[config.mk]
export PLATFORM = sky130hd
export DESIGN_NAME = cfg_serial_rx
export DESIGN_NICKNAME = d
export VERILOG_FILES = /design/src/rtl/cfg_serial_rx.sv
export SDC_FILE = /design/constraint.sdc
export NUM_CORES = 1
export LEC_CHECK = 0
export BUFFER_PORTS_ARGS = -buffer_cell sky130_fd_sc_hd__buf_2
export CORE_ASPECT_RATIO = 1.75
export CORE_MARGIN = 5
export CORE_UTILIZATION = 50
export DETAILED_ROUTE_END_ITERATION = 16
export PLACE_DENSITY_LB_ADDON = 0.05
export SYNTH_ARGS = -nofsm -noshare
export SYNTH_HDL_FRONTEND = slang
export SYNTH_SLANG_ARGS = --single-unit
[constraint.sdc]
create_clock -name clk -period 2.7 [get_ports clk]
set_input_delay 0 -clock clk [delete_from_list [all_inputs] [get_ports clk]]
set_output_delay 0 -clock clk [all_outputs]
set_load 0.005 [all_outputs]
[src/rtl/cfg_serial_rx.sv]
module cfg_serial_rx #(
  parameter logic [7:0] DEV_ADDR = 8'hD2,
  parameter int NREG = 7,
  parameter int SYNC = 2,
  parameter int FILT = 7,
  parameter logic [NREG*8-1:0] RST_VAL = 56'h00_13_0F_FF_7F_CF_00
) (
  input  logic            clk,
  input  logic            rst_n,
  input  logic            scl_i,
  input  logic            sda_i,
  output logic            sda_pull_o,
  output logic [NREG*8-1:0] cfg_o
);
  localparam int IW = $clog2(NREG + 4);
  localparam int RW = $clog2(NREG);
  localparam logic [IW-1:0] FIRST_D = IW'(3);
  localparam logic [IW-1:0] END_D = IW'(3 + NREG);

  logic [SYNC-1:0] scl_sy, sda_sy;
  logic [FILT-1:0] scl_w, sda_w;
  logic scl_f, sda_f, scl_p, sda_p;

  always_ff @(posedge clk or negedge rst_n) begin
    if (!rst_n) begin
      scl_sy <= '1; sda_sy <= '1;
      scl_w  <= '1; sda_w  <= '1;
      scl_f  <= 1'b1; sda_f <= 1'b1;
      scl_p  <= 1'b1; sda_p <= 1'b1;
    end else begin
      scl_sy <= {scl_sy[SYNC-2:0], scl_i};
      sda_sy <= {sda_sy[SYNC-2:0], sda_i};
      scl_w  <= {scl_w[FILT-2:0], scl_sy[SYNC-1]};
      sda_w  <= {sda_w[FILT-2:0], sda_sy[SYNC-1]};
      scl_f  <= $countones(scl_w) > FILT / 2;
      sda_f  <= $countones(sda_w) > FILT / 2;
      scl_p  <= scl_f;
      sda_p  <= sda_f;
    end
  end

  wire start_c = scl_f & scl_p & sda_p & ~sda_f;
  wire stop_c  = scl_f & scl_p & ~sda_p & sda_f;
  wire rise    = scl_f & ~scl_p;
  wire fall    = ~scl_f & scl_p;

  logic active, in_ack, got, smp;
  logic [2:0] bitc;
  logic [IW-1:0] idx;
  logic [6:0] shf;
  logic [7:0] regs [NREG];

  wire [7:0]    nbyte = {shf, smp};
  wire          wr_en = (idx >= FIRST_D) && (idx < END_D);
  wire [RW-1:0] didx  = RW'(idx - FIRST_D);
  wire          take  = (idx == '0) ? (nbyte == DEV_ADDR) : (idx < END_D);

  always_ff @(posedge clk or negedge rst_n) begin
    if (!rst_n) begin
      active <= 1'b0; in_ack <= 1'b0; got <= 1'b0; smp <= 1'b0;
      bitc <= '0; idx <= '0; shf <= '0; sda_pull_o <= 1'b0;
      for (int k = 0; k < NREG; k++) regs[k] <= RST_VAL[k*8 +: 8];
    end else if (start_c) begin
      active <= 1'b1; in_ack <= 1'b0; got <= 1'b0;
      bitc <= '0; idx <= '0; sda_pull_o <= 1'b0;
    end else if (stop_c) begin
      active <= 1'b0; in_ack <= 1'b0; got <= 1'b0; sda_pull_o <= 1'b0;
    end else if (active) begin
      if (rise && !in_ack) begin
        smp <= sda_f;
        got <= 1'b1;
      end else if (fall && in_ack) begin
        in_ack <= 1'b0;
        sda_pull_o <= 1'b0;
      end else if (fall && got) begin
        got <= 1'b0;
        shf <= nbyte[6:0];
        if (wr_en) regs[didx][~bitc] <= smp;
        if (bitc == 3'd7) begin
          bitc <= '0;
          if (take) begin
            in_ack <= 1'b1;
            sda_pull_o <= 1'b1;
            idx <= idx + IW'(1);
          end else begin
            active <= 1'b0;
          end
        end else begin
          bitc <= bitc + 3'd1;
        end
      end
    end
  end

  for (genvar g = 0; g < NREG; g++) begin : g_out
    assign cfg_o[g*8 +: 8] = regs[g];
  end

  AST_PULL_STABLE_HIGH: assert property (@(posedge clk) disable iff (!rst_n)
    (scl_f && scl_p) |-> $stable(sda_pull_o));
  AST_START_REARM: assert property (@(posedge clk) disable iff (!rst_n)
    start_c |=> (idx == '0 && bitc == '0 && !sda_pull_o));
  AST_IDLE_NO_PULL: assert property (@(posedge clk) disable iff (!rst_n)
    !active |-> !sda_pull_o);
  AST_SKIP_BYTES: assert property (@(posedge clk) disable iff (!rst_n)
    (fall && active && got && !in_ack && idx < FIRST_D) |=> $stable(cfg_o));
  AST_ONE_BIT_STEP: assert property (@(posedge clk) disable iff (!rst_n)
    $countones(cfg_o ^ $past(cfg_o)) <= 1);
  AST_NO_WRITE_PAST_END: assert property (@(posedge clk) disable iff (!rst_n)
    (idx >= END_D) |=> $stable(cfg_o));
endmodule

### After elaboration in Yosys (flattened, before gate mapping)

Cells that the tools add are included.

| storage, ports and cells | value |
|---|---|
| output and inout bits | 57 |
| logic and storage cells | 136 |
| bits in registers | 96 |

| operators by class | value |
|---|---|
| eq/ne operators | 7 |
| order comparisons | 8 |
| multiplexer cells | 43 |
| reduce and logical (&&, ||, !) cells | 24 |
| bitwise gates (word level) | 17 |
| $add $sub $neg | 15 |

Operators with widths:

| operator | number |
|---|---|
| 56-bit bitwise mux | 1 |
| 4-bit two-way mux | 8 |
| 8-bit demux with 3-bit select | 1 |
| 1-bit two-way mux | 24 |
| 3-bit two-way mux | 7 |
| 4-bit nonzero test | 4 |
| 7-bit AND reduction | 2 |
| 1-bit by 1-bit adder with 2-bit output | 6 |
| 5-bit AND reduction | 2 |
| 3-bit by 3-bit adder with 4-bit output | 2 |
| 8-bit equality test, second input constant | 1 |
| 4-bit by 2-bit greater-than comparator with 1-bit output, second input constant | 2 |
| 8-bit two-way mux | 1 |
| 1-bit NOT | 8 |
| 2-bit nonzero test | 4 |
| 1-bit AND | 7 |
| 2-bit by 1-bit adder with 3-bit output | 2 |
| 2-bit by 2-bit adder with 3-bit output | 2 |
| 1-bit logical AND | 6 |
| 2-bit != test, second input constant | 3 |
| 6-bit AND reduction | 1 |
| 4-bit by 1-bit adder with 4-bit output, second input constant | 1 |
| 4-bit by 2-bit greater-or-equal comparator with 1-bit output, second input constant | 1 |
| 4-bit greater-or-equal comparator, second input constant | 1 |
| other kinds (17) | 17 |

### Depth between registers and ports, before layout

Gate-level depths: netlist of run 1.

| depth | value |
|---|---|
| word-level depth | 10 |
| depth in mapped cells | 8 |
| gate-level depth less buffers | 7 |

### Worst setup path after synthesis of run 1

No wires, ideal clock.

| timing path | value |
|---|---|
| path type | register -> register |
| start | register scl_w[0] |
| end | register scl_f |
| arrival | 1.982 ns |
| clock period less this slack | 2.059 ns |
| slack | 0.641 ns |
| setup time | 0.077 ns |
| stages on the path, launching flop included | 8 |
| cell sequence | dfstp_2 fa_1 inv_1 fa_1 inv_1 ha_1 a21o_1 a21o_1 |

| on the way | value |
|---|---|
| longest elaborated chain between the ends | 4 |

Ends and longest elaborated chain:

| what | line | text |
|---|---|---|
| start: declaration | 21 | `logic [FILT-1:0] scl_w, sda_w;` |
| start signal: assignment | 33 | `scl_w <= {scl_w[FILT-2:0], scl_sy[SYNC-1]};` |
| 1-bit by 1-bit adder with 2-bit output (implied by the code) | 35 | `scl_f <= $countones(scl_w) > FILT / 2;` |
| 2-bit by 2-bit adder with 3-bit output (implied by the code) | 35 |  |
| 3-bit by 3-bit adder with 4-bit output (implied by the code) | 35 |  |
| 4-bit by 2-bit greater-than comparator with 1-bit output | 35 |  |
| end signal: assignment | 35 |  |
| end: declaration | 22 | `logic scl_f, sda_f, scl_p, sda_p;` |

No other way between the ends.
A chain may end at the register's enable or synchronous reset.

### Worst setup path after layout of run 1

| timing path | value |
|---|---|
| start | register idx[0] |
| end | register regs, in the netlist cfg_o[36] |

| on the way | value |
|---|---|
| longest elaborated chain between the ends | 7 |
| elaborated cells on any way between the ends | 12 |
| classes of those cells | add/sub: 1; order compare: 4; mux: 3; bitwise: 1; reduce/logical: 3 |

Ends and longest elaborated chain:

| what | line | text |
|---|---|---|
| start: declaration | 49 | `logic [IW-1:0] idx;` |
| start signal: assignment | 84 | `idx <= idx + IW'(1);` |
| 3-bit by 2-bit subtractor with 3-bit output | 55 | `wire [RW-1:0] didx = RW'(idx - FIRST_D);` |
| 3-bit NOT with 4-bit output | 78 | `if (wr_en) regs[didx][~bitc] <= smp;` |
| 4-bit greater-or-equal comparator (implied by the code) / 4-bit by 1-bit < comparator with 1-bit output (equally long branches) | 78 |  |
| 1-bit logical AND (implied by the code) | 78 |  |
| 8-bit two-way mux (implied by the code) | 78 |  |
| 8-bit demux with 3-bit select | 78 |  |
| 56-bit bitwise mux | 78 |  |
| end signal: indexed assignment | 78 |  |
| end: declaration | 51 | `logic [7:0] regs [NREG];` |

Parallel ways exist; a longest one is shown, timed or not.

==> results of run 1 <==
## registers in the layout (all words and copies together), names as in the netlist, 2 cells and up
| signal | count |
|---|---|
| cfg_o | 56 |
| bitc | 3 |
| sda_sy | 2 |
| shf | 7 |
| sda_w | 7 |
| idx | 4 |
| scl_w | 7 |
| scl_sy | 2 |
## per-stage QoR
stage	area [um2]	setup WS, ps
4_1_cts	5220	387
6_report	5220	367
3_3_place_gp	4870	427
5_1_grt	5220	226
3_5_place_dp	4870	401
2_1_floorplan	4480	641
## cells by family (layout without fill, tap and decap cells)
kind of cell,after synthesis,in the layout,synth area share
AOI/OAI and AO/OA,22,22,0.0358
DFF,96,96,0.551
buffers and inverters,38,103,0.0414
and+or+nand+nor,121,121,0.164
muxes,64,64,0.166
xor gates and xnor gates,1,1,0.00196
adders and majority gates,12,12,0.0403
## power by group through the flow
stage,clock network (mW),logic [mW],registers [mW]
final,1.35,0.318,1.59
after global routing,1.45,0.368,1.60
after CTS,1.39,0.326,1.59
after detailed placement,0,0.320,1.61
after global placement,0,0.319,1.61
after floorplan,0,0.243,1.58
## placed cells by master (no fill, tap or decap), types with 3 or more instances in the layout
cell           count
nand4_1           13
nor3_1             9
o211ai_1           3
nand3_1           23
a21o_1             4
a21oi_1            3
nor3b_1            3
dlygate4sd3_1      3
dfrtp_1           46
o21ai_0            3
ha_1               8
mux2_4             6
buf_2             59
nor2_1             7
inv_1             16
mux2_2            56
clkbuf_16          9
nor4_1            19
fa_1               4
and3_1             3
dfstp_2           50
nand2_1           15
buf_4              8
nand3_2            3
and2_1             5
nand3b_1           5
## layout make-up
cell class / count / area [um2]
multi-input cells: 220 / 1830
well taps: 117 / 146
clock inverters: 7 / 95.1
flip-flops and latches: 96 / 2460
clock buffers: 9 / 225
inverters: 16 / 60.1
fillers: 754 / 3500
repair buffers: 71 / 405
## layer usage
layer,vias up,global-route usage,routed length [um]
li1,1404,-,-
met1,1474,0.235,3820
met2,57,0.310,4870
met3,12,0.0366,361
met4,0,0.0827,210
met5,-,0,0
## how the worst max path moves through the flow
stage	start	end	cells after the start
2_1_floorplan	scl_w[0]$_DFF_PN1_	scl_f$_DFF_PN1_	7
3_3_place_gp	idx[0]$_DFFE_PN0P_	cfg_o[36]$_DFFE_PN0P_	5
3_5_place_dp	idx[0]$_DFFE_PN0P_	cfg_o[36]$_DFFE_PN0P_	5
4_1_cts	idx[0]$_DFFE_PN0P_	cfg_o[36]$_DFFE_PN0P_	5
5_1_grt	idx[0]$_DFFE_PN0P_	cfg_o[29]$_DFFE_PN1P_	5
6_report	idx[0]$_DFFE_PN0P_	cfg_o[36]$_DFFE_PN0P_	5
## critical path, cell delays in order (launching register included)
cell     delay, ps
dfrtp_1        470
ha_1           310
or4b_4         510
a21oi_4        440
nand3_1        170
mux2_4         320
==> metrics.cfg, run 1 <==
[timing]
fin_setup_tns_ps = 0
fin_crit_sh = 0.864
max_slew_margin = 0.443
finalHoldViolCount = 0
whs_ps = 234
fin_crit_ps = 2330
finalSetupViolCount = 0
rsz0062_at_grt = no
tightest_slew_ps = 834
slew_violations = 0
clock.fmax_mhz = 429
worst_clock_skew_ps = 8.41

[synth]
synth_area_mm2 = 0.00448
ys_warn_count = 0
synthTopCellsByCount = mux2_2 (56), dfstp_2 (50), dfrtp_1 (46)
synth-seq-cells = 96
syn_nets = 370
post-synth-top-area-fraction = 0.294
yosys-top-cells-area = dfstp_2 (29%), dfrtp_1 (26%), mux2_2 (14%), nor4_1 (2.7%), nand3_1 (2.6%)
seq_area_frac_synth = 0.551
synth-main-ff-cell = dfstp_2
yosysMostFrequentCell = mux2_2
async_flop_share = 1.00
synth_cell_types = 50
synth_edf_count = 0
avgSynthCellArea_um2 = 12.6
synth_cells = 354
synth.largest_area_cell = dfstp_2

[layout]
n_antenna_cell = 0
post-route-util = 0.598
drive_above_1_share = 0.494
areaGrowthSynthToFinish_pct = 16.7
layout.cells.non_filler = 536
nets = 430

[pwr]
p_leak_nw = 2.49
combPwrFrac = 0.098
p_sw_frac = 0.255
power_density_mw_per_mm2 = 624
p_switching_uw = 833
p_total_mw = 3.26
internal_power_mw = 2.43
ir_drop_uv = 474
clkPwrFrac = 0.415
seqPwrFrac = 0.487

[floorplanning]
io_pins = 61
die-area_mm2 = 0.0110
start_util = 0.513
fp-row-count = 45
core_area_mm2 = 0.00873
die_x_um = 81.5
die_y_um = 135

[route]
detail-route-antenna-nets = 0
wirelength_mm = 9.27
viasPerCell = 5.50
drt_iter0_markers = 182
firstDrtPassIters = 4
num_vias = 2947
wire_per_inst_um = 17.3
drc_errors = 0

[critical_path]
reg2reg_slack_ps = 370
r2r-start = idx[0]$_DFFE_PN0P_
ff2ff_path_depth = 5
path_max_fanout = 16
criticalPathCategory = register to register
crit_required_ps = 2930
start_kind = register
worstPathArrival_ps = 2560
r2r-end = cfg_o[36]$_DFFE_PN0P_
endpoint_kind = register

[clock_tree]
cts_sinks = 96
cts_resized = 0
cts_tree = yes
post_cts_buffers = 0
root_buffer = clkbuf_16
hold_buffers = 3
clk_path_buf_depth = 2
cts_buffers = 9
htree_levels = 3
clk_latency_ps = 340
clk_pin_slew_ps = 60

[global_route]
grt_antenna_before_repair = 0
grt_pass1_wl_mm = 15.8
grt_use_total = 0.188
grt_pass1_vias = 3068
grt_start_max_net_pins = 59
gr-total-overflow = 0

[place]
hpwl_mm = 6.42
io_buffers = 60
place_inst = 517
place_congestion = 0.838

[status]
status = finished clean

[worst_hold_path]
min_path_type = input port to asynchronous set/reset pin

[job]
cap_violations = 0

(Power assumes the default switching activity.)
==> run 2: changes to the inputs <==
- CORE_MARGIN: 5 -> unset
==> run 2 against run 1 <==
Compared with the run above: combinational power about the same; sequential power is essentially flat; first-iteration DRC count fell by 31%; critical endpoint unchanged; core utilization down 0.10 points.
==> metrics.cfg, run 2 (synthesis gave the netlist of run 1 again) <==
[critical_path]
r2r-start = idx[0]$_DFFE_PN0P_
path_max_fanout = 16  ; unchanged
start_kind = register
endpoint_kind = register
crit_start = idx[0]$_DFFE_PN0P_
slowest_delay_ps = 510  ; about the same
criticalPathCategory = register to register
crit_slowest_cell = or4b_4
path_buf_inv = 0  ; unchanged
crit_required_ps = 2920  ; about the same
worstPathArrival_ps = 2530  ; -30 ps
worstPathCellList = ha_1, or4b_4, a21oi_4, nand3_1, mux2_4
crit_family = simple AND/OR/NAND/NOR gates

[route]
viasPerCell = 5.58  ; +1.4%
wirelength_mm = 9.10  ; -1.9%
detail-route-antenna-nets = 0  ; unchanged
num_vias = 3006  ; +2.0%
wire_per_inst_um = 16.9  ; -2.4%
drc_errors = 0  ; unchanged
drt_iter0_markers = 125  ; -31%
firstDrtPassIters = 4  ; unchanged

[floorplanning]
die-area_mm2 = 0.00935  ; -15%
core_area_mm2 = 0.00867  ; -0.65%
io_pins = 61  ; unchanged
fp-row-count = 45  ; unchanged
die_y_um = 127  ; -5.9%
start_util = 0.516  ; +0.00333
die_x_um = 73.5  ; -9.8%

[clock_tree]
clk_path_buf_depth = 2  ; unchanged
clk_pin_slew_ps = 60  ; about the same
cts_resized = 0  ; unchanged
cts_buffers = 9  ; unchanged
root_buffer = clkbuf_16
htree_levels = 3  ; unchanged
cts_sinks = 96  ; unchanged
clk_latency_ps = 340  ; about the same
cts_tree = yes

[layout]
nets = 433  ; +0.70%
largest_reg_flops = 56  ; unchanged
post-route-util = 0.597  ; -0.00102
drive_above_1_share = 0.491  ; -0.00351
nFillCells = 765  ; +1.5%
final_common_cell = buf_2
fin_area_mm2 = 0.00518  ; -0.81%
areaGrowthSynthToFinish_pct = 15.7
final_cell_mix = buf_2 (59), mux2_2 (56), dfstp_2 (50)
n_antenna_cell = 0  ; unchanged

[timing]
finalSetupViolCount = 0  ; unchanged
fin_setup_tns_ps = 0  ; unchanged
tightest_slew_ps = 1010  ; +177 ps
finalHoldViolCount = 0  ; unchanged
fin_crit_ps = 2310  ; -23.6 ps
slew_violations = 0  ; unchanged
worst_clock_skew_ps = 7.16  ; -1.25 ps
max_slew_margin = 0.326  ; -0.117
clock.fmax_mhz = 433  ; +1.0%
worst_slack_ps = 390  ; +23.6 ps
rsz0062_at_grt = no
fin_crit_sh = 0.855  ; -0.00874

[place]
place_congestion = 0.882  ; +5.3%
dpl_cell_area_mm2 = 0.00488  ; +0.21%
place_ws_ps = 407  ; +5.30 ps
hpwl_mm = 6.29  ; -2.0%
io_buffers = 60  ; unchanged

[global_route]
grt_antenna_before_repair = 0  ; unchanged
grt_use_total = 0.213  ; +0.0255
grt_start_max_net_pins = 82  ; +39%
grt_pass1_wl_mm = 15.0  ; -5.0%
gr-total-overflow = 0  ; unchanged
grt_pass1_vias = 2991  ; -2.5%

[worst_hold_path]
min_path_type = input port to register
min-delay-start = sda_i

[pwr]
ir_drop_uv = 363  ; -24%
power_density_mw_per_mm2 = 591  ; -5.3%
p_leak_nw = 2.47  ; -0.60%
p_total_mw = 3.06  ; -6.0%

[job]
cap_violations = 0  ; unchanged

[status]
status = finished clean

-- run 2: report_power, final --
group          leakage [nW]  internal (mW)  total, mW  switching, mW
registers              1.16           1.52       1.59         0.0770
logic                  1.18         0.0996      0.319          0.219
clock network         0.130          0.647       1.15          0.505
-- run 2: cell type report --
cell class,count,area [um2],area share
clock buffers,13,250,0.0483
clock inverters,3,17.5,0.00338
inverters,16,60.1,0.0116
multi-input cells,220,1830,0.352
flip-flops and latches,96,2460,0.476
well taps,117,146,0.0283
repair buffers,74,415,0.0802
-- run 2: final timing paths --
check / to / slack, ps / depth (start not counted)
max reg2reg: cfg_o[36]$_DFFE_PN0P_ / 390 / 5
min in group asynchronous: in_ack$_DFFE_PN0P_ / 350 / 2
min: sda_sy[0]$_DFF_PN1_ / 310 / 2
min reg2reg: sda_w[0]$_DFF_PN1_ / 360 / 0
max in group asynchronous: sda_w[5]$_DFF_PN1_ / 1500 / 3
max: cfg_o[36]$_DFFE_PN0P_ / 390 / 5
-- run 2: routing by layer --
metal / track usage / vias up / routed length, um
met3: 0.0442 / 12 / 294
met2: 0.354 / 71 / 4760
li1: - / 1409 / -
met1: 0.261 / 1514 / 3830
met5: 0 / - / 0
met4: 0.0995 / 0 / 214
-- run 2: repair_timing --
action,4_1_cts,5_1_grt
hold buffers,3,0
setup buffers,0,0
endpoints found under the hold margin,48,0
endpoints found under the setup margin,0,0
-- run 2: per-stage QoR --
stage	hold WS, ps	std cells
after global placement	105	520
after CTS	298	539
final	307	539
after floorplan	-296	354
after global routing	305	539
after detailed placement	109	520
